===== config.mk =====
export PLATFORM = sky130hd
export DESIGN_NAME = rx_desc_ring
export DESIGN_NICKNAME = d
export VERILOG_FILES = /design/src/rtl/rxdr_pkg.sv /design/src/rtl/rxdr_len_calc.sv /design/src/rtl/rxdr_byte_src.sv /design/src/rtl/rxdr_ring_ptr.sv /design/src/rtl/rx_desc_ring.sv
export SDC_FILE = /design/constraint.sdc
export NUM_CORES = 1
export LEC_CHECK = 0
export CAP_MARGIN = 20
export CORE_MARGIN = 4
export CORE_UTILIZATION = 25
export CTS_CLUSTER_SIZE = 10
export DETAILED_ROUTE_END_ITERATION = 16
export DONT_BUFFER_PORTS = 1
export HOLD_SLACK_MARGIN = 0.02
export MAX_ROUTING_LAYER = met4
export PLACE_DENSITY_LB_ADDON = 0.08
export SYNTH_ARGS = -nofsm -noshare
export SYNTH_HDL_FRONTEND = slang
export SYNTH_SLANG_ARGS = --single-unit

===== constraint.sdc =====
create_clock -name clk -period 4.8 [get_ports clk]
set_input_delay 0.96 -clock clk [delete_from_list [all_inputs] [get_ports clk]]
set_output_delay 0.96 -clock clk [all_outputs]
set_load 0.02 [all_outputs]

===== src/rtl/rxdr_pkg.sv =====
package rxdr_pkg;
  localparam int LEN_W = 16;
  localparam int FLG_W = 16;
  localparam int F_EMPTY  = 15;
  localparam int F_WRAP   = 13;
  localparam int F_LAST   = 11;
  localparam int F_LENERR = 5;
  localparam int F_TRUNC  = 0;
  localparam int DESC_BYTES = 8;
  localparam logic [LEN_W-1:0] BUF_SIZE_MASK = 16'h3FF0;

  typedef enum logic [2:0] {
    ST_IDLE, ST_DROP, ST_FETCH0, ST_FETCH1,
    ST_DATA, ST_WBACK, ST_DRAIN, ST_CHECK
  } rxdr_state_e;

  typedef enum logic [1:0] {SRC_PAD, SRC_PAY, SRC_CRC} rxdr_src_e;
endpackage


===== src/rtl/rxdr_len_calc.sv =====
module rxdr_len_calc
  import rxdr_pkg::*;
#(
  parameter int FRAME_CEIL = 2048
) (
  input  logic [LEN_W-1:0] pay_len,
  input  logic             pad_en,
  input  logic [LEN_W-1:0] limit,
  output logic [LEN_W-1:0] total,
  output logic             trunc,
  output logic             lenerr
);
  localparam int XW = LEN_W + 2;
  localparam logic [XW-1:0] CEIL_X = XW'(FRAME_CEIL);
  localparam logic [LEN_W-1:0] CEIL_L = LEN_W'(FRAME_CEIL);

  logic [XW-1:0] raw;

  always_comb begin
    raw    = {2'b00, pay_len} + XW'(4) + (pad_en ? XW'(2) : XW'(0));
    trunc  = raw > CEIL_X;
    total  = trunc ? CEIL_L : raw[LEN_W-1:0];
    lenerr = trunc || (total > limit);
  end
endmodule


===== src/rtl/rxdr_byte_src.sv =====
module rxdr_byte_src
  import rxdr_pkg::*;
(
  input  logic [LEN_W-1:0] idx,
  input  logic [LEN_W-1:0] total,
  input  logic             pad_en,
  input  logic [31:0]      crc,
  input  logic [7:0]       pay_byte,
  output rxdr_src_e        src,
  output logic [7:0]       byte_out
);
  logic [LEN_W-1:0] tail_start;
  logic [1:0]       crc_sel;

  always_comb begin
    tail_start = total - LEN_W'(4);
    crc_sel    = idx[1:0] - tail_start[1:0];
    if (pad_en && (idx < LEN_W'(2))) begin
      src      = SRC_PAD;
      byte_out = 8'h00;
    end else if (idx >= tail_start) begin
      src = SRC_CRC;
      case (crc_sel)
        2'd0:    byte_out = crc[31:24];
        2'd1:    byte_out = crc[23:16];
        2'd2:    byte_out = crc[15:8];
        default: byte_out = crc[7:0];
      endcase
    end else begin
      src      = SRC_PAY;
      byte_out = pay_byte;
    end
  end
endmodule


===== src/rtl/rxdr_ring_ptr.sv =====
module rxdr_ring_ptr
  import rxdr_pkg::*;
#(
  parameter int AW = 32
) (
  input  logic          clk,
  input  logic          rst_n,
  input  logic          load,
  input  logic          advance,
  input  logic          wrap,
  input  logic [AW-1:0] base,
  output logic [AW-1:0] ptr
);
  always_ff @(posedge clk or negedge rst_n) begin
    if (!rst_n)       ptr <= '0;
    else if (load)    ptr <= base;
    else if (advance) ptr <= wrap ? base : ptr + AW'(DESC_BYTES);
  end


  ptr_step_chk: assert property (@(posedge clk) disable iff (!rst_n)
    (advance && !load) |=> (ptr == $past(base) || ptr == $past(ptr) + AW'(DESC_BYTES)));
endmodule


===== src/rtl/rx_desc_ring.sv =====
module rx_desc_ring
  import rxdr_pkg::*;
#(
  parameter int AW         = 32,
  parameter int FRAME_CEIL = 2048
) (
  input  logic             clk,
  input  logic             rst_n,
  input  logic             enable,
  input  logic             arm_req,
  input  logic             shift_en,
  input  logic [AW-1:0]    ring_base,
  input  logic [LEN_W-1:0] max_buf,
  input  logic [LEN_W-1:0] len_limit,
  input  logic             hdr_valid,
  output logic             hdr_ready,
  input  logic [LEN_W-1:0] hdr_len,
  input  logic [31:0]      hdr_crc,
  input  logic             in_valid,
  output logic             in_ready,
  input  logic [7:0]       in_data,
  output logic             mem_req,
  output logic             mem_we,
  output logic [AW-1:0]    mem_addr,
  output logic [3:0]       mem_be,
  output logic [31:0]      mem_wdata,
  input  logic             mem_gnt,
  input  logic [31:0]      mem_rdata,
  output logic             rx_active,
  output logic             frame_evt,
  output logic             buf_evt
);
  localparam logic [FLG_W-1:0] EMPTY_M = FLG_W'(1) << F_EMPTY;
  localparam logic [FLG_W-1:0] LAST_M  = FLG_W'(1) << F_LAST;
  localparam logic [FLG_W-1:0] LERR_M  = FLG_W'(1) << F_LENERR;
  localparam logic [FLG_W-1:0] TRUNC_M = FLG_W'(1) << F_TRUNC;

  rxdr_state_e      state_q;
  logic [LEN_W-1:0] total_q, idx_q, bcnt_q, mbs_q, pay_left_q;
  logic             trunc_q, lenerr_q, pad_q, need_check_q, kick_q;
  logic [31:0]      crc_q;
  logic [FLG_W-1:0] dflags_q;
  logic [AW-1:0]    baddr_q;

  logic [LEN_W-1:0] calc_total;
  logic             calc_trunc, calc_lenerr;
  rxdr_src_e        src;
  logic [7:0]       src_byte;
  logic [AW-1:0]    ptr, byte_addr, acc_addr;
  logic             ptr_load, ptr_adv, hdr_fire, take, final_buf;
  logic [FLG_W-1:0] new_flags;

  rxdr_len_calc #(.FRAME_CEIL(FRAME_CEIL)) u_len (
    .pay_len(hdr_len), .pad_en(shift_en), .limit(len_limit),
    .total(calc_total), .trunc(calc_trunc), .lenerr(calc_lenerr)
  );

  rxdr_byte_src u_src (
    .idx(idx_q), .total(total_q), .pad_en(pad_q), .crc(crc_q),
    .pay_byte(in_data), .src(src), .byte_out(src_byte)
  );

  rxdr_ring_ptr #(.AW(AW)) u_ptr (
    .clk(clk), .rst_n(rst_n), .load(ptr_load), .advance(ptr_adv),
    .wrap(dflags_q[F_WRAP]), .base(ring_base), .ptr(ptr)
  );

  assign hdr_ready = (state_q == ST_IDLE) && !kick_q;
  assign hdr_fire  = hdr_valid && hdr_ready;
  assign ptr_load  = (state_q == ST_IDLE) && !enable;
  assign ptr_adv   = (state_q == ST_WBACK) && mem_gnt;
  assign byte_addr = baddr_q + AW'(bcnt_q);
  assign final_buf = (idx_q == total_q);
  assign take      = mem_req && mem_gnt;
  assign mem_addr  = acc_addr & ~AW'(3);

  always_comb begin
    new_flags = dflags_q & ~EMPTY_M;
    if (final_buf)
      new_flags = new_flags | LAST_M | (lenerr_q ? LERR_M : '0) | (trunc_q ? TRUNC_M : '0);
  end

  always_comb begin
    mem_req   = 1'b0;
    mem_we    = 1'b0;
    acc_addr  = ptr;
    mem_be    = 4'hF;
    mem_wdata = '0;
    in_ready  = 1'b0;
    case (state_q)
      ST_DROP, ST_DRAIN: in_ready = 1'b1;
      ST_FETCH0, ST_CHECK: mem_req = 1'b1;
      ST_FETCH1: begin
        mem_req  = 1'b1;
        acc_addr = ptr + AW'(4);
      end
      ST_DATA: begin
        mem_req   = (src != SRC_PAY) || in_valid;
        mem_we    = 1'b1;
        acc_addr  = byte_addr;
        mem_be    = 4'b0001 << byte_addr[1:0];
        mem_wdata = {4{src_byte}};
        in_ready  = (src == SRC_PAY) && mem_gnt;
      end
      ST_WBACK: begin
        mem_req   = 1'b1;
        mem_we    = 1'b1;
        mem_wdata = {new_flags, bcnt_q};
      end
      default: ;
    endcase
  end

  always_ff @(posedge clk or negedge rst_n) begin
    if (!rst_n) begin
      state_q      <= ST_IDLE;
      total_q      <= '0;
      idx_q        <= '0;
      bcnt_q       <= '0;
      mbs_q        <= '0;
      pay_left_q   <= '0;
      trunc_q      <= 1'b0;
      lenerr_q     <= 1'b0;
      pad_q        <= 1'b0;
      need_check_q <= 1'b0;
      kick_q       <= 1'b0;
      crc_q        <= '0;
      dflags_q     <= '0;
      baddr_q      <= '0;
      rx_active    <= 1'b0;
      frame_evt    <= 1'b0;
      buf_evt      <= 1'b0;
    end else begin
      frame_evt <= 1'b0;
      buf_evt   <= 1'b0;
      case (state_q)
        ST_IDLE: begin
          if (!enable) begin
            rx_active <= 1'b0;
            kick_q    <= 1'b0;
          end else if (kick_q) begin
            kick_q       <= 1'b0;
            need_check_q <= 1'b0;
            if (!rx_active) state_q <= ST_CHECK;
          end
          if (hdr_fire) begin
            total_q      <= calc_total;
            trunc_q      <= calc_trunc;
            lenerr_q     <= calc_lenerr;
            pad_q        <= shift_en;
            crc_q        <= hdr_crc;
            pay_left_q   <= hdr_len;
            idx_q        <= '0;
            mbs_q        <= max_buf & BUF_SIZE_MASK;
            need_check_q <= 1'b0;
            if (rx_active)                 state_q <= ST_FETCH0;
            else if (hdr_len != '0)        state_q <= ST_DROP;
          end
        end
        ST_DROP, ST_DRAIN: begin
          if (in_valid) begin
            pay_left_q <= pay_left_q - LEN_W'(1);
            if (pay_left_q == LEN_W'(1))
              state_q <= (state_q == ST_DRAIN && need_check_q) ? ST_CHECK : ST_IDLE;
          end
        end
        ST_FETCH0: begin
          if (mem_gnt) begin
            dflags_q <= mem_rdata[31:16];
            if (!mem_rdata[16+F_EMPTY]) begin
              rx_active    <= 1'b0;
              need_check_q <= 1'b0;
              state_q      <= (pay_left_q != '0) ? ST_DRAIN : ST_IDLE;
            end else begin
              state_q <= ST_FETCH1;
            end
          end
        end
        ST_FETCH1: begin
          if (mem_gnt) begin
            baddr_q <= mem_rdata[AW-1:0];
            bcnt_q  <= '0;
            state_q <= (mbs_q == '0) ? ST_WBACK : ST_DATA;
          end
        end
        ST_DATA: begin
          if (take) begin
            idx_q  <= idx_q + LEN_W'(1);
            bcnt_q <= bcnt_q + LEN_W'(1);
            if (src == SRC_PAY) pay_left_q <= pay_left_q - LEN_W'(1);
            if ((idx_q + LEN_W'(1) == total_q) || (bcnt_q + LEN_W'(1) == mbs_q))
              state_q <= ST_WBACK;
          end
        end
        ST_WBACK: begin
          if (mem_gnt) begin
            frame_evt <= final_buf;
            buf_evt   <= !final_buf;
            if (final_buf) begin
              need_check_q <= 1'b1;
              state_q      <= (pay_left_q != '0) ? ST_DRAIN : ST_CHECK;
            end else begin
              state_q <= ST_FETCH0;
            end
          end
        end
        ST_CHECK: begin
          if (mem_gnt) begin
            rx_active <= mem_rdata[16+F_EMPTY];
            state_q   <= ST_IDLE;
          end
        end
        default: state_q <= ST_IDLE;
      endcase
      if (arm_req && enable && !rx_active) kick_q <= 1'b1;
    end
  end


  evt_excl_chk: assert property (@(posedge clk) disable iff (!rst_n)
    !(frame_evt && buf_evt));


  drop_quiet_chk: assert property (@(posedge clk) disable iff (!rst_n)
    (state_q == ST_DROP) |-> !mem_req);


  buf_cap_chk: assert property (@(posedge clk) disable iff (!rst_n)
    (state_q == ST_DATA) |-> (bcnt_q < mbs_q));


  idx_bound_chk: assert property (@(posedge clk) disable iff (!rst_n)
    (state_q == ST_DATA) |-> (idx_q < total_q));


  active_rise_chk: assert property (@(posedge clk) disable iff (!rst_n)
    $rose(rx_active) |-> $past(state_q == ST_CHECK));
endmodule


==> results.toml <==
[run_status]
run_status = "complete, but fails checks"
violations = "negative setup slack"

[cells_and_area]
drive_gt1_frac = 0.165
syn2layout_area_growth_pct = 15.8
layout_commonest_cell = "nand2_1"
nets = 1965
fin_cells = 2515
final_cell_mix = "266 x nand2_1, 193 x dfrtp_1, 129 x nor2_1, 119 x o21ai_0, 95 x buf_4"

[setup_path]
cp.arrival_ps = 3850
critPathLaunchType = "flip-flop"
worstPathRequired_ps = 3840
path_max_fanout = 8
setup.worst_path.end_class = "output pin"
rrSetupSlack_ps = 830
critPathKind = "reg -> out"

[detailed_routing]
vias = 13000
antenna_left = 0
dr.pass1.iters = 6
drtIter0Drc = 741
avgViaCountPerCell = 5.16
routedWlPerCell_um = 21.9
totalWireLength_um = 55100
drc = 0

[logic_synthesis]
synth_async_sr_flop_share = 1.00
synthFlopType = "dfrtp_1"
syn_area_per_cell_um2 = 8.33
synth_area_um2 = 14300
seq_area_frac_synth = 0.339
yosysUniqueCellTypes = 94
syn_inst = 1720
synth_edf_count = 0
yosysWarnings = 0
synth_seq_cells = 194

[timing]
post-route-period-util = 1.00
maxSlewViolCount = 0
min_period_ps = 4810
tightest_slew_ps = 1060
rsz0062_at_grt = "yes"
setup_violations = 2
max_freq_mhz = 208
relSlewSlack = 0.290
finalHoldViolCount = 0
fin_skew_ps = 13.4
fin_ws_ps = -11.4

[clock_network]
clock_path_buffers = 2
clk_latency_ps = 500
cts_buffers = 17
root_buffer = "clkbuf_16"
path_clk_slew_ps = 80
htree_levels = 4
cts.sinks = 194
cts_tree = "done"

[place]
portBuffers = 0
pre_cts_slack_ps = 44.6
gp_congestion = 0.850
place_inst = 2471
hpwlAfterDp_um = 41800

[floorplan]
dieWidth_um = 247
core_um2 = 56500
boundaryPins = 235
dieArea_um2 = 61200
start_util = 0.253
rows = 87
fp.dieH_um = 247

[global_routing]
gr-total-overflow = 0
grtUsageTotal = 0.184
antenna_found_initial = 3
grt_max_degree = 195
grt_pass1_wl_um = 82900
grt_pass1_vias = 12900

[power]
p_leak_nw = 7.06
ir_drop_uv = 409
p_per_area_nw_per_um2 = 567

[hold_path]
min_path_type = "in -> async"

[flow_run]
cap_violations = 0
==> worst paths after layout <==
kind,depth (start not counted),start,endpoint
min in group clk,2,crc_q[22],crc_q[22]
worst min-delay path,0,rst_n,baddr_q[5]
worst min register to register,2,crc_q[22],crc_q[22]
worst max-delay path,14,total_q[10],mem_wdata[23]
worst max register to register,16,total_q[10],pay_left_q[10]
max in group asynchronous,0,rst_n,u_ptr.ptr[29]
==> flip-flops by register name, indices dropped and copies added (netlist names) <==
signal,flops
u_ptr.ptr,30
kick_q,1
bcnt_q,16
lenerr_q,1
total_q,16
frame_evt,1
need_check_q,1
dflags_q,15
trunc_q,1
pay_left_q,16
state_q,3
buf_evt,1
crc_q,32
baddr_q,32
mbs_q,10
pad_q,1
rx_active,1
idx_q,16
==> cell usage after synthesis (34+ instances only) <==
cell	number	share of area
nand2_1	268	0.070
dfrtp_1	194	0.34
nor2_1	139	0.036
o21ai_0	123	0.043
a21oi_1	90	0.031
clkbuf_1	68	0.018
nand3_1	67	0.023
ha_1	60	0.052
mux2_2	54	0.042
inv_1	48	0.013
a21o_1	46	0.024
xor2_1	46	0.028
xnor2_1	43	0.026
nor3_1	38	0.013
nand4_1	34	0.015
==> cell families after synthesis <==
logic type               after synthesis  synth area share
flip-flops                           194             0.339
other                                  1          0.000262
adder cells (fa/ha/maj)               62            0.0552
AND/OR/NAND/NOR                      703             0.235
multiplexers                          73            0.0631
AO/OA/AOI/OAI                        444             0.204
buffers and inverters                152            0.0460
XOR/XNOR                              91            0.0575
==> per-stage QoR <==
stage | total power [mW] | instance area (um^2) | util | setup TNS (ps) | hold WS [ps]
finish | 9.41 | 16600 | 0.293 | -14.0 | 176
global route | 10.2 | 16600 | 0.293 | -5190 | 132
CTS | 9.44 | 16400 | 0.291 | -810 | 121
detailed placement | 7.66 | 15500 | 0.275 | 0 | 460
global placement | 7.61 | 15500 | 0.275 | 0 | 456
floorplan | 6.03 | 14300 | - | 0 | 438
==> report_power, final <==
| part | total, mW | switching (mW) | internal, mW |
|---|---|---|---|
| clock network | 1.59 | 0.793 | 0.798 |
| registers | 2.96 | 0.697 | 2.26 |
| logic | 4.86 | 2.92 | 1.94 |
==> per-layer routing <==
layer  vias up  share of wire  GRT usage
met2       294           0.47      0.290
met3        54          0.056     0.0436
li1       6287              -          -
met1      6349           0.45      0.234
met5         -              0          -
met4         0          0.022     0.0619
==> final cells by class <==
type / instances / area, um^2
fill: 6113 / 39900
multi-input combinational: 1379 / 9150
sequential: 194 / 4860
tap: 756 / 946
timing repair buffer: 102 / 817
clock buffer: 18 / 429
clock inverter: 14 / 186
inverter: 49 / 184
antenna: 3 / 7.51
==> critical path: stages (launching register included) <==
cell and delay (ps):
dfrtp_1 380, or4_4 530, or3_4 360, nor2_2 120, xnor2_1 70, ha_1 320, a21o_1 190, a21oi_2 140
o21ai_2 90, a21oi_4 170, buf_12 170, buf_8 130, mux2i_4 300, nor2_4 90, a21o_1 270
==> repair_timing <==
| action | in CTS | in global routing |
|---|---|---|
| buffers inserted | 7 | 1 |
| endpoints found under the setup margin | 46 | 51 |
| pin swaps | 9 | 4 |
| hold buffers | 0 | 0 |
| gates resized for setup | 49 | 25 |
(Power assumes the default switching activity.)
